### src/rtl/xr_pkg.sv
package xr_pkg;
  typedef enum logic [1:0] {
    PH_HWY_GO   = 2'd0,
    PH_HWY_WARN = 2'd1,
    PH_FRM_GO   = 2'd2,
    PH_FRM_WARN = 2'd3
  } xr_phase_e;
endpackage

### src/rtl/xr_interval_timer.sv
module xr_interval_timer #(
  parameter int SHORT_CYC = 3,
  parameter int LONG_CYC  = 16
) (
  input  logic clk,
  input  logic rst_n,
  input  logic restart,
  output logic short_done,
  output logic long_done
);
  localparam int CW = (LONG_CYC > 2) ? $clog2(LONG_CYC) : 1;
  localparam logic [CW-1:0] LIM   = CW'(LONG_CYC - 1);
  localparam logic [CW-1:0] S_LIM = CW'(SHORT_CYC - 1);

  logic [CW-1:0] cnt;
  logic [CW-1:0] cnt_nxt;
  logic          cnt_en;

  always_comb begin
    cnt_en  = restart || (cnt != LIM);
    cnt_nxt = restart ? '0 : cnt + CW'(1);
  end

  always_ff @(posedge clk or negedge rst_n) begin
    if (!rst_n)
      cnt <= '0;
    else if (cnt_en)
      cnt <= cnt_nxt;
  end

  assign short_done = (cnt >= S_LIM);
  assign long_done  = (cnt == LIM);

  AST_SHORT_BEFORE_LONG: assert property (@(posedge clk) disable iff (!rst_n)
    long_done |-> short_done);
  AST_RESTART_CLEARS: assert property (@(posedge clk) disable iff (!rst_n)
    restart |=> (cnt == '0));
  AST_LONG_STICKY: assert property (@(posedge clk) disable iff (!rst_n)
    (long_done && !restart) |=> long_done);
endmodule

### src/rtl/xr_phase_fsm.sv
module xr_phase_fsm
  import xr_pkg::*;
(
  input  logic      clk,
  input  logic      rst_n,
  input  logic      car,
  input  logic      short_done,
  input  logic      long_done,
  output logic      restart,
  output xr_phase_e phase
);
  xr_phase_e state;
  xr_phase_e nxt;

  always_comb begin
    nxt = state;
    unique case (state)
      PH_HWY_GO:   if (car && long_done) nxt = PH_HWY_WARN;
      PH_HWY_WARN: if (short_done)       nxt = PH_FRM_GO;
      PH_FRM_GO:   if (!car || long_done) nxt = PH_FRM_WARN;
      PH_FRM_WARN: if (short_done)       nxt = PH_HWY_GO;
      default:                           nxt = PH_HWY_GO;
    endcase
    restart = (nxt != state);
  end

  always_ff @(posedge clk or negedge rst_n) begin
    if (!rst_n)
      state <= PH_HWY_GO;
    else
      state <= nxt;
  end

  assign phase = state;

  AST_HWY_HOLD: assert property (@(posedge clk) disable iff (!rst_n)
    (state == PH_HWY_GO && !(car && long_done)) |=> (state == PH_HWY_GO));
  AST_HWY_WARN_WAIT: assert property (@(posedge clk) disable iff (!rst_n)
    (state == PH_HWY_WARN && !short_done) |=> (state == PH_HWY_WARN));
  AST_FRM_EARLY_END: assert property (@(posedge clk) disable iff (!rst_n)
    (state == PH_FRM_GO && !car) |=> (state == PH_FRM_WARN));
  AST_FRM_CAP: assert property (@(posedge clk) disable iff (!rst_n)
    (state == PH_FRM_GO && long_done) |=> (state == PH_FRM_WARN));
  AST_FRM_WARN_EXIT: assert property (@(posedge clk) disable iff (!rst_n)
    (state == PH_FRM_WARN && short_done) |=> (state == PH_HWY_GO));
endmodule

### src/rtl/xr_lamp_decode.sv
module xr_lamp_decode
  import xr_pkg::*;
(
  input  logic      clk,
  input  logic      rst_n,
  input  xr_phase_e phase,
  output logic      hwy_grn,
  output logic      hwy_amb,
  output logic      hwy_red,
  output logic      frm_grn,
  output logic      frm_amb,
  output logic      frm_red
);
  always_comb begin
    hwy_grn = (phase == PH_HWY_GO);
    hwy_amb = (phase == PH_HWY_WARN);
    hwy_red = (phase == PH_FRM_GO) || (phase == PH_FRM_WARN);
    frm_grn = (phase == PH_FRM_GO);
    frm_amb = (phase == PH_FRM_WARN);
    frm_red = (phase == PH_HWY_GO) || (phase == PH_HWY_WARN);
  end

  AST_HWY_ONE_LAMP: assert property (@(posedge clk) disable iff (!rst_n)
    $countones({hwy_grn, hwy_amb, hwy_red}) == 1);
  AST_FRM_ONE_LAMP: assert property (@(posedge clk) disable iff (!rst_n)
    $countones({frm_grn, frm_amb, frm_red}) == 1);
  AST_CROSS_SAFE: assert property (@(posedge clk) disable iff (!rst_n)
    !hwy_red |-> frm_red);
endmodule

### src/rtl/xroad_signal_ctrl.sv
module xroad_signal_ctrl
  import xr_pkg::*;
#(
  parameter int SHORT_CYC = 3,
  parameter int LONG_CYC  = 16
) (
  input  logic clk,
  input  logic rst_n,
  input  logic car_wait,
  output logic hwy_grn,
  output logic hwy_amb,
  output logic hwy_red,
  output logic frm_grn,
  output logic frm_amb,
  output logic frm_red
);
  logic      restart;
  logic      short_done;
  logic      long_done;
  xr_phase_e phase;

  xr_interval_timer #(.SHORT_CYC(SHORT_CYC), .LONG_CYC(LONG_CYC)) u_timer (
    .clk(clk), .rst_n(rst_n), .restart(restart),
    .short_done(short_done), .long_done(long_done)
  );

  xr_phase_fsm u_fsm (
    .clk(clk), .rst_n(rst_n), .car(car_wait),
    .short_done(short_done), .long_done(long_done),
    .restart(restart), .phase(phase)
  );

  xr_lamp_decode u_lamps (
    .clk(clk), .rst_n(rst_n), .phase(phase),
    .hwy_grn(hwy_grn), .hwy_amb(hwy_amb), .hwy_red(hwy_red),
    .frm_grn(frm_grn), .frm_amb(frm_amb), .frm_red(frm_red)
  );
endmodule

### config.mk
export PLATFORM = sky130hd
export DESIGN_NAME = xroad_signal_ctrl
export DESIGN_NICKNAME = d
export VERILOG_FILES = /design/src/rtl/xr_pkg.sv /design/src/rtl/xr_interval_timer.sv /design/src/rtl/xr_phase_fsm.sv /design/src/rtl/xr_lamp_decode.sv /design/src/rtl/xroad_signal_ctrl.sv
export SDC_FILE = /design/constraint.sdc
export NUM_CORES = 1
export LEC_CHECK = 0
export ABC_CLOCK_PERIOD_IN_PS = 1800
export BUFFER_PORTS_ARGS = -buffer_cell sky130_fd_sc_hd__buf_4
export CORE_AREA = 2 2 39 41
export DETAILED_ROUTE_END_ITERATION = 7
export DIE_AREA = 0 0 41 43
export GPL_ROUTABILITY_DRIVEN = 0
export HOLD_SLACK_MARGIN = 0.08
export MAX_ROUTING_LAYER = met4
export PLACE_DENSITY = 0.51
export SYNTH_ARGS = -nofsm -noshare
export SYNTH_HDL_FRONTEND = slang
export SYNTH_SLANG_ARGS = --single-unit
### constraint.sdc
create_clock -name clk -period 1.8 [get_ports clk]
set_clock_uncertainty 0.15 [all_clocks]
set_input_delay 0 -clock clk [delete_from_list [all_inputs] [get_ports clk]]
set_output_delay 0 -clock clk [all_outputs]
set_load 0.05 [all_outputs]
# ---- Word level (Yosys, flattened, before mapping)
# Index checks and enable logic that the tools add are counted.
dict set report word_totals {
  output_inout_bits 6
  input_bits 3
  ff_bits 6
  wordCells 23
}
dict set report op_classes {
  n_eq_ne 6
  n_reduce_logical 7
  muxes 6
  n_addsub 1
  magnitude_cmp 1
}
# operator count
set op_table {}
lappend op_table {{$mux W2} 4}
lappend op_table {{$pmux W2 S4} 1}
lappend op_table {{$add A4 B1 Y4 const B} 1}
lappend op_table {{$eq A2 B2 Y1 const B} 2}
lappend op_table {{$eq A4 B4 Y1 const B} 1}
lappend op_table {{$ge A4 B2 Y1 const B} 1}
lappend op_table {{$logic_or A1 B1 Y1} 4}
lappend op_table {{$mux W4} 1}
lappend op_table {{$ne A4 B4 Y1 const B} 1}
lappend op_table {{$eq A2 B1 Y1 const B} 1}
lappend op_table {{$logic_not A2 Y1} 1}
lappend op_table {{$ne A2 B2 Y1} 1}
lappend op_table {{$logic_and A1 B1 Y1} 1}
lappend op_table {{$logic_not A1 Y1} 1}

# ---- Longest topological paths before layout
dict set report logic_depth {
  ltp_word 6
  depth_mapped 5
  ltp_nobuf 5
}

# ---- By module
# Synthesis repeated with hierarchy kept, for this count alone.
dict set report unflattened {
  cells_unflattened 37
  area_unflattened_um2 371.6
}
# module n_inst cells_each area_per_inst_um2
set modules_own_cells {}
lappend modules_own_cells {xr_interval_timer 1 23 241.5}
lappend modules_own_cells {xr_phase_fsm 1 8 98.8}
lappend modules_own_cells {xr_lamp_decode 1 6 31.3}

# ---- Worst setup path before layout
# Ideal clock, no wire load.
dict set report synth_path {
  path_type {reg-to-output}
  startpoint {register u_fsm.state[1], in the netlist u_fsm.phase[1]}
  endpoint {output port frm_amb}
  path_slack_ps 276
  arrival_time_ps 1374
  stages_incl_launch_ff 3
  cell_sequence {dfrtp_1 -> inv_1 -> nor2_1}
}
dict set report synth_via {
  elab_chain_cells 1
}
# element line
set synth_lines {}
lappend synth_lines {{from (decl)} xr_phase_fsm.sv:12} ;# xr_phase_e state;
lappend synth_lines {{from (signal assigned)} xr_phase_fsm.sv:31} ;# state <= nxt;
lappend synth_lines {{$eq A2 B2 Y1} xr_lamp_decode.sv:19} ;# frm_amb = (phase == PH_FRM_WARN);
lappend synth_lines {{to (decl)} xroad_signal_ctrl.sv:14} ;# output logic frm_amb,
# Every way passes these cells.

# ---- Worst setup path after layout
dict set report layout_path {
  startpoint {register u_timer.cnt[1]}
  endpoint {register u_timer.cnt[3]}
}
dict set report layout_via {
  elab_chain_cells 6
  elab_cells_between_ends 14
}
# element line
set layout_lines {}
lappend layout_lines {{from (decl)} xr_interval_timer.sv:15} ;# logic [CW-1:0] cnt;
lappend layout_lines {{from (signal assigned)} xr_interval_timer.sv:28} ;# cnt <= cnt_nxt;
lappend layout_lines {{branches (longest 6 deep; another with $ge A4 B2 Y1)} n/a}
# Parallel ways; which one is timed is not known.
# A chain may end at the register's enable or synchronous reset.

==> results.md <==
- The wire length per cell is about 11 microns.
- Yosys mapped the design onto 18 distinct sky130hd cell types.
- The register area share after synthesis is roughly two fifths.
- The finished cells cover a little under 500 sq um.
- Summed over all instances, the cell type with the most area after synthesis is sky130_fd_sc_hd__dfrtp_1.
- The final hold violation count is 0.
- The fraction of the mapped netlist area in adder cells is 6.99%.
- Data on the critical path is required at its endpoint by between 1.5 and 2 ns.
- The via count of the first global-routing pass is approximately 270.
- The synthesized netlist devotes 24.1% of its cell area to simple gates.
- The flow ran to the end, and the final reports show no timing, DRC or antenna violations.
- After synthesis, the cell types taking the most area are sky130_fd_sc_hd__dfrtp_1 (42%), sky130_fd_sc_hd__a221oi_2 (8.4%), sky130_fd_sc_hd__ha_1 (7.0%).
- The share of post-route cells with drive strength above 1 is between 30% and 40%.
- In this run the standard cell core region covers about 1400 sq um.
- The floorplan step defined a die boundary enclosing around 1800 sq um.
- The register-to-register setup slack is about 0.22 ns.
- For this run, design rule violations remaining after detail routing come to 0.
- The cell count after placement is 58.
- The worst setup path is launched from a flop.
- The worst max-slew margin expressed relative to the limit is between 70% and 80%.
- The non-filler instance count after layout is 64.
- The number of setup buffers added after CTS is 0.
- The clock net sink count is 6.
- During placement, the flow inserted port buffers numbering 8.
- The largest individual stage delay along the critical path comes from the cell sky130_fd_sc_hd__dfrtp_1.
- In this run the clock root is driven by a sky130_fd_sc_hd__clkbuf_4.
- The clock network latency to the later pin of the worst-skew pair is about 0.24 ns.
- The count of nets left with antenna violations once routing finished came out at 0.
- The initial antenna violation count came to 0.
- Once the floorplan was initialized, standard cells occupied between 20% and 30% of the core.
- The synthesized netlist devotes between 10% and 20% of its cell area to compound gates.
- For this block, the routed nets add up to around 710 microns of wire.
- The clock passes through at most 2 buffers.
- The number of max-cap violations is 0.
- The CTS tree is done.
- After synthesis the cells add up to between 300 and 400 sq um.
- The pre-antenna-repair detailed-routing pass consisted of 2 iterations.
- The final critical-path required period is 1.58 ns.
- The final number of max-transition violations is 0.
- The first-pass GRT wire length is between 1 and 1.5 mm.
- The worst hold path begins at u_fsm.phase[1].
- The instance area after placement is 434 sq um.
- The floorplan row count is 14.
- The data arrival time at the worst-slack endpoint is approximately 1.6 ns.
- The total clock buffers created by CTS is 3.
- The total routing resource utilization after global routing is 10.2%.
- The hold slack is 0.393 ns.
- During synthesis, Yosys emitted a total of 0 warnings.
- The worst setup path is of the flop to flop kind.
- Static timing analysis puts the maximum clock frequency at 632 MHz.
- The die outline height is 43 microns.
- The initial DRC count is 9.
- The multiplexer share of the synthesized area is 0%.
- Entering global routing, the biggest net connects 8 pins.
- The net count after synthesis is 40.
- After global routing the overflow that remains totals 0.
- The critical register-to-register path endpoint is u_timer.cnt[3].
- For the pin with the worst max-slew slack, the measured transition is 0.300 ns.
- The cell count of the worst hold path is 1.
- The share of the clock period used by the worst path after layout is 87.8%.
- The net count reported at finish is 55.
- The end point of the worst hold path is u_fsm.phase[1].
- Summing the areas of all xor and xnor instances in the mapped netlist gives around 4.9% of the synthesized area.
- The average footprint of a synthesized cell is slightly above 10 sq um.
- Setup total negative slack on the finished layout was measured at 0 ns.
- The top cell type by area accounts for between 40% and 50% of the synthesized area.
- The total vias in the final route is roughly 300.
- Compared with the post-synthesis result, the final layout area differs by 36.0%.
- The top fanout value on the critical path is 6.
- The post-synthesis cell count is 35.
- The min-delay analysis places its worst path in the category flop to flop.
- The number of synthesized register bits is 6.
- The delay contributed by the slowest stage of the critical path is 0.46 ns.
- Setup violations remaining at the end of the flow were counted as 0.
- The kind of end point of the critical path is a flop.
- Pin placement for this block handled 9 I/O pins.
- In this run the number of H-tree levels came out at 1.
- The width of the die is 41 microns.
- The clock transition at the registers of the reported paths is about 0.04 ns.
- Walking the worst path, the cells encountered are ha_1 > nor4_4 > nand2_2 > a221oi_2.
- After synthesis, the largest family of logic cells by area is simple AND/OR/NAND/NOR gates.
- The launching point of the worst reg2reg path is u_timer.cnt[1].
- The length in cells of the worst reg-to-reg path is 4.
- Dividing the detail-routed via count by the number of cells gives 4.58.
- Setup repair after global routing left no endpoint under its margin.
- The number of antenna cells inserted is 0.
## cells in the final DEF, fill, tap and decap left out
| master | synthesis | layout |
|---|---|---|
| sky130_fd_sc_hd__nand2_2 | 1 | 1 |
| sky130_fd_sc_hd__dlygate4sd3_1 | 0 | 3 |
| sky130_fd_sc_hd__nor2_1 | 6 | 6 |
| sky130_fd_sc_hd__nand3_1 | 2 | 2 |
| sky130_fd_sc_hd__a221oi_2 | 2 | 2 |
| sky130_fd_sc_hd__a31oi_1 | 1 | 1 |
| sky130_fd_sc_hd__ha_1 | 2 | 2 |
| sky130_fd_sc_hd__o211ai_2 | 1 | 1 |
| sky130_fd_sc_hd__o21ai_0 | 1 | 1 |
| sky130_fd_sc_hd__nor4_4 | 1 | 1 |
| sky130_fd_sc_hd__nand3b_1 | 1 | 1 |
| sky130_fd_sc_hd__and2_1 | 1 | 1 |
| sky130_fd_sc_hd__nand2b_1 | 1 | 1 |
| sky130_fd_sc_hd__buf_4 | 0 | 8 |
| sky130_fd_sc_hd__dfrtp_1 | 6 | 6 |
| sky130_fd_sc_hd__nand4_1 | 1 | 1 |
| sky130_fd_sc_hd__a21oi_1 | 2 | 2 |
| sky130_fd_sc_hd__inv_1 | 3 | 3 |
| sky130_fd_sc_hd__xnor2_1 | 2 | 2 |
| sky130_fd_sc_hd__clkbuf_4 | 0 | 3 |
## flip-flops by register name, indices dropped and copies added, names as in the netlist
name	flops
u_timer.cnt	4
u_fsm.phase	2
## cells by family (layout without fill, tap and decap cells)
family	after synthesis	count (layout)
xor gates and xnor gates	2	2
adders and majority gates	2	2
AOI/OAI and AO/OA	7	7
and+or+nand+nor	14	14
buffers and inverters	4	17
DFF	6	6
## layout make-up
class,instances,area [sq um]
multi-input cells,25,193
well taps,16,20.0
flip-flops and latches,6,150
repair buffers,11,90.1
clock buffers,3,22.5
inverters,3,11.3
fillers,136,897
## repair_timing
item | in CTS | in global routing
endpoints found under the hold margin | 10 | 0
gates resized for setup | 0 | 0
hold buffers | 3 | 0
## per-layer routing
layer	vias up	GRT usage, %	wire length (microns)
li1	154	-	-
met1	131	10.2	318
met2	6	12.8	337
met3	2	3.14	22
met4	0	14.0	27
met5	-	-	0
## worst max path at each step
stage	slack, ns	cells after the start	startpoint	to
finish	0.22	4	u_timer.cnt[1]	u_timer.cnt[3]
global route	0.14	5	u_timer.cnt[0]	u_timer.cnt[3]
detailed placement	0.22	4	u_timer.cnt[1]	u_timer.cnt[3]
CTS	0.20	4	u_timer.cnt[1]	u_timer.cnt[3]
floorplan	0.28	2	u_fsm.phase[1]	frm_amb
global placement	0.25	5	u_timer.cnt[0]	u_timer.cnt[3]
## synth_stat cells
| cell type | n |
|---|---|
| sky130_fd_sc_hd__and2_1 | 1 |
| sky130_fd_sc_hd__clkbuf_1 | 1 |
| sky130_fd_sc_hd__nand2b_1 | 1 |
| sky130_fd_sc_hd__a221oi_2 | 2 |
| sky130_fd_sc_hd__xnor2_1 | 2 |
| sky130_fd_sc_hd__a31oi_1 | 1 |
| sky130_fd_sc_hd__o21ai_0 | 1 |
| sky130_fd_sc_hd__nand4_1 | 1 |
| sky130_fd_sc_hd__nor4_4 | 1 |
| sky130_fd_sc_hd__nand3_1 | 2 |
| sky130_fd_sc_hd__nand3b_1 | 1 |
| sky130_fd_sc_hd__o211ai_2 | 1 |
| sky130_fd_sc_hd__dfrtp_1 | 6 |
| sky130_fd_sc_hd__ha_1 | 2 |
| sky130_fd_sc_hd__inv_1 | 3 |
| sky130_fd_sc_hd__nand2_2 | 1 |
| sky130_fd_sc_hd__a21oi_1 | 2 |
| sky130_fd_sc_hd__nor2_1 | 6 |
## per-stage QoR
stage / util [%] / worst slack [ns]
finish: 35.2 / 0.219
global route: 35.2 / 0.144
CTS: 35.2 / 0.200
detailed placement: 31.4 / 0.217
global placement: 31.4 / 0.251
floorplan: - / 0.276
## worst max-delay path: cells and delay by family, from the launching register on
family                   cells  cell delay [ns]
AO/OA/AOI/OAI                1             0.27
adder cells (fa/ha/maj)      1             0.25
flip-flops                   1             0.46
AND/OR/NAND/NOR              2             0.36
Power is not shown: default switching activity piles up to over one toggle a cycle in this logic, so the estimate is an artifact.
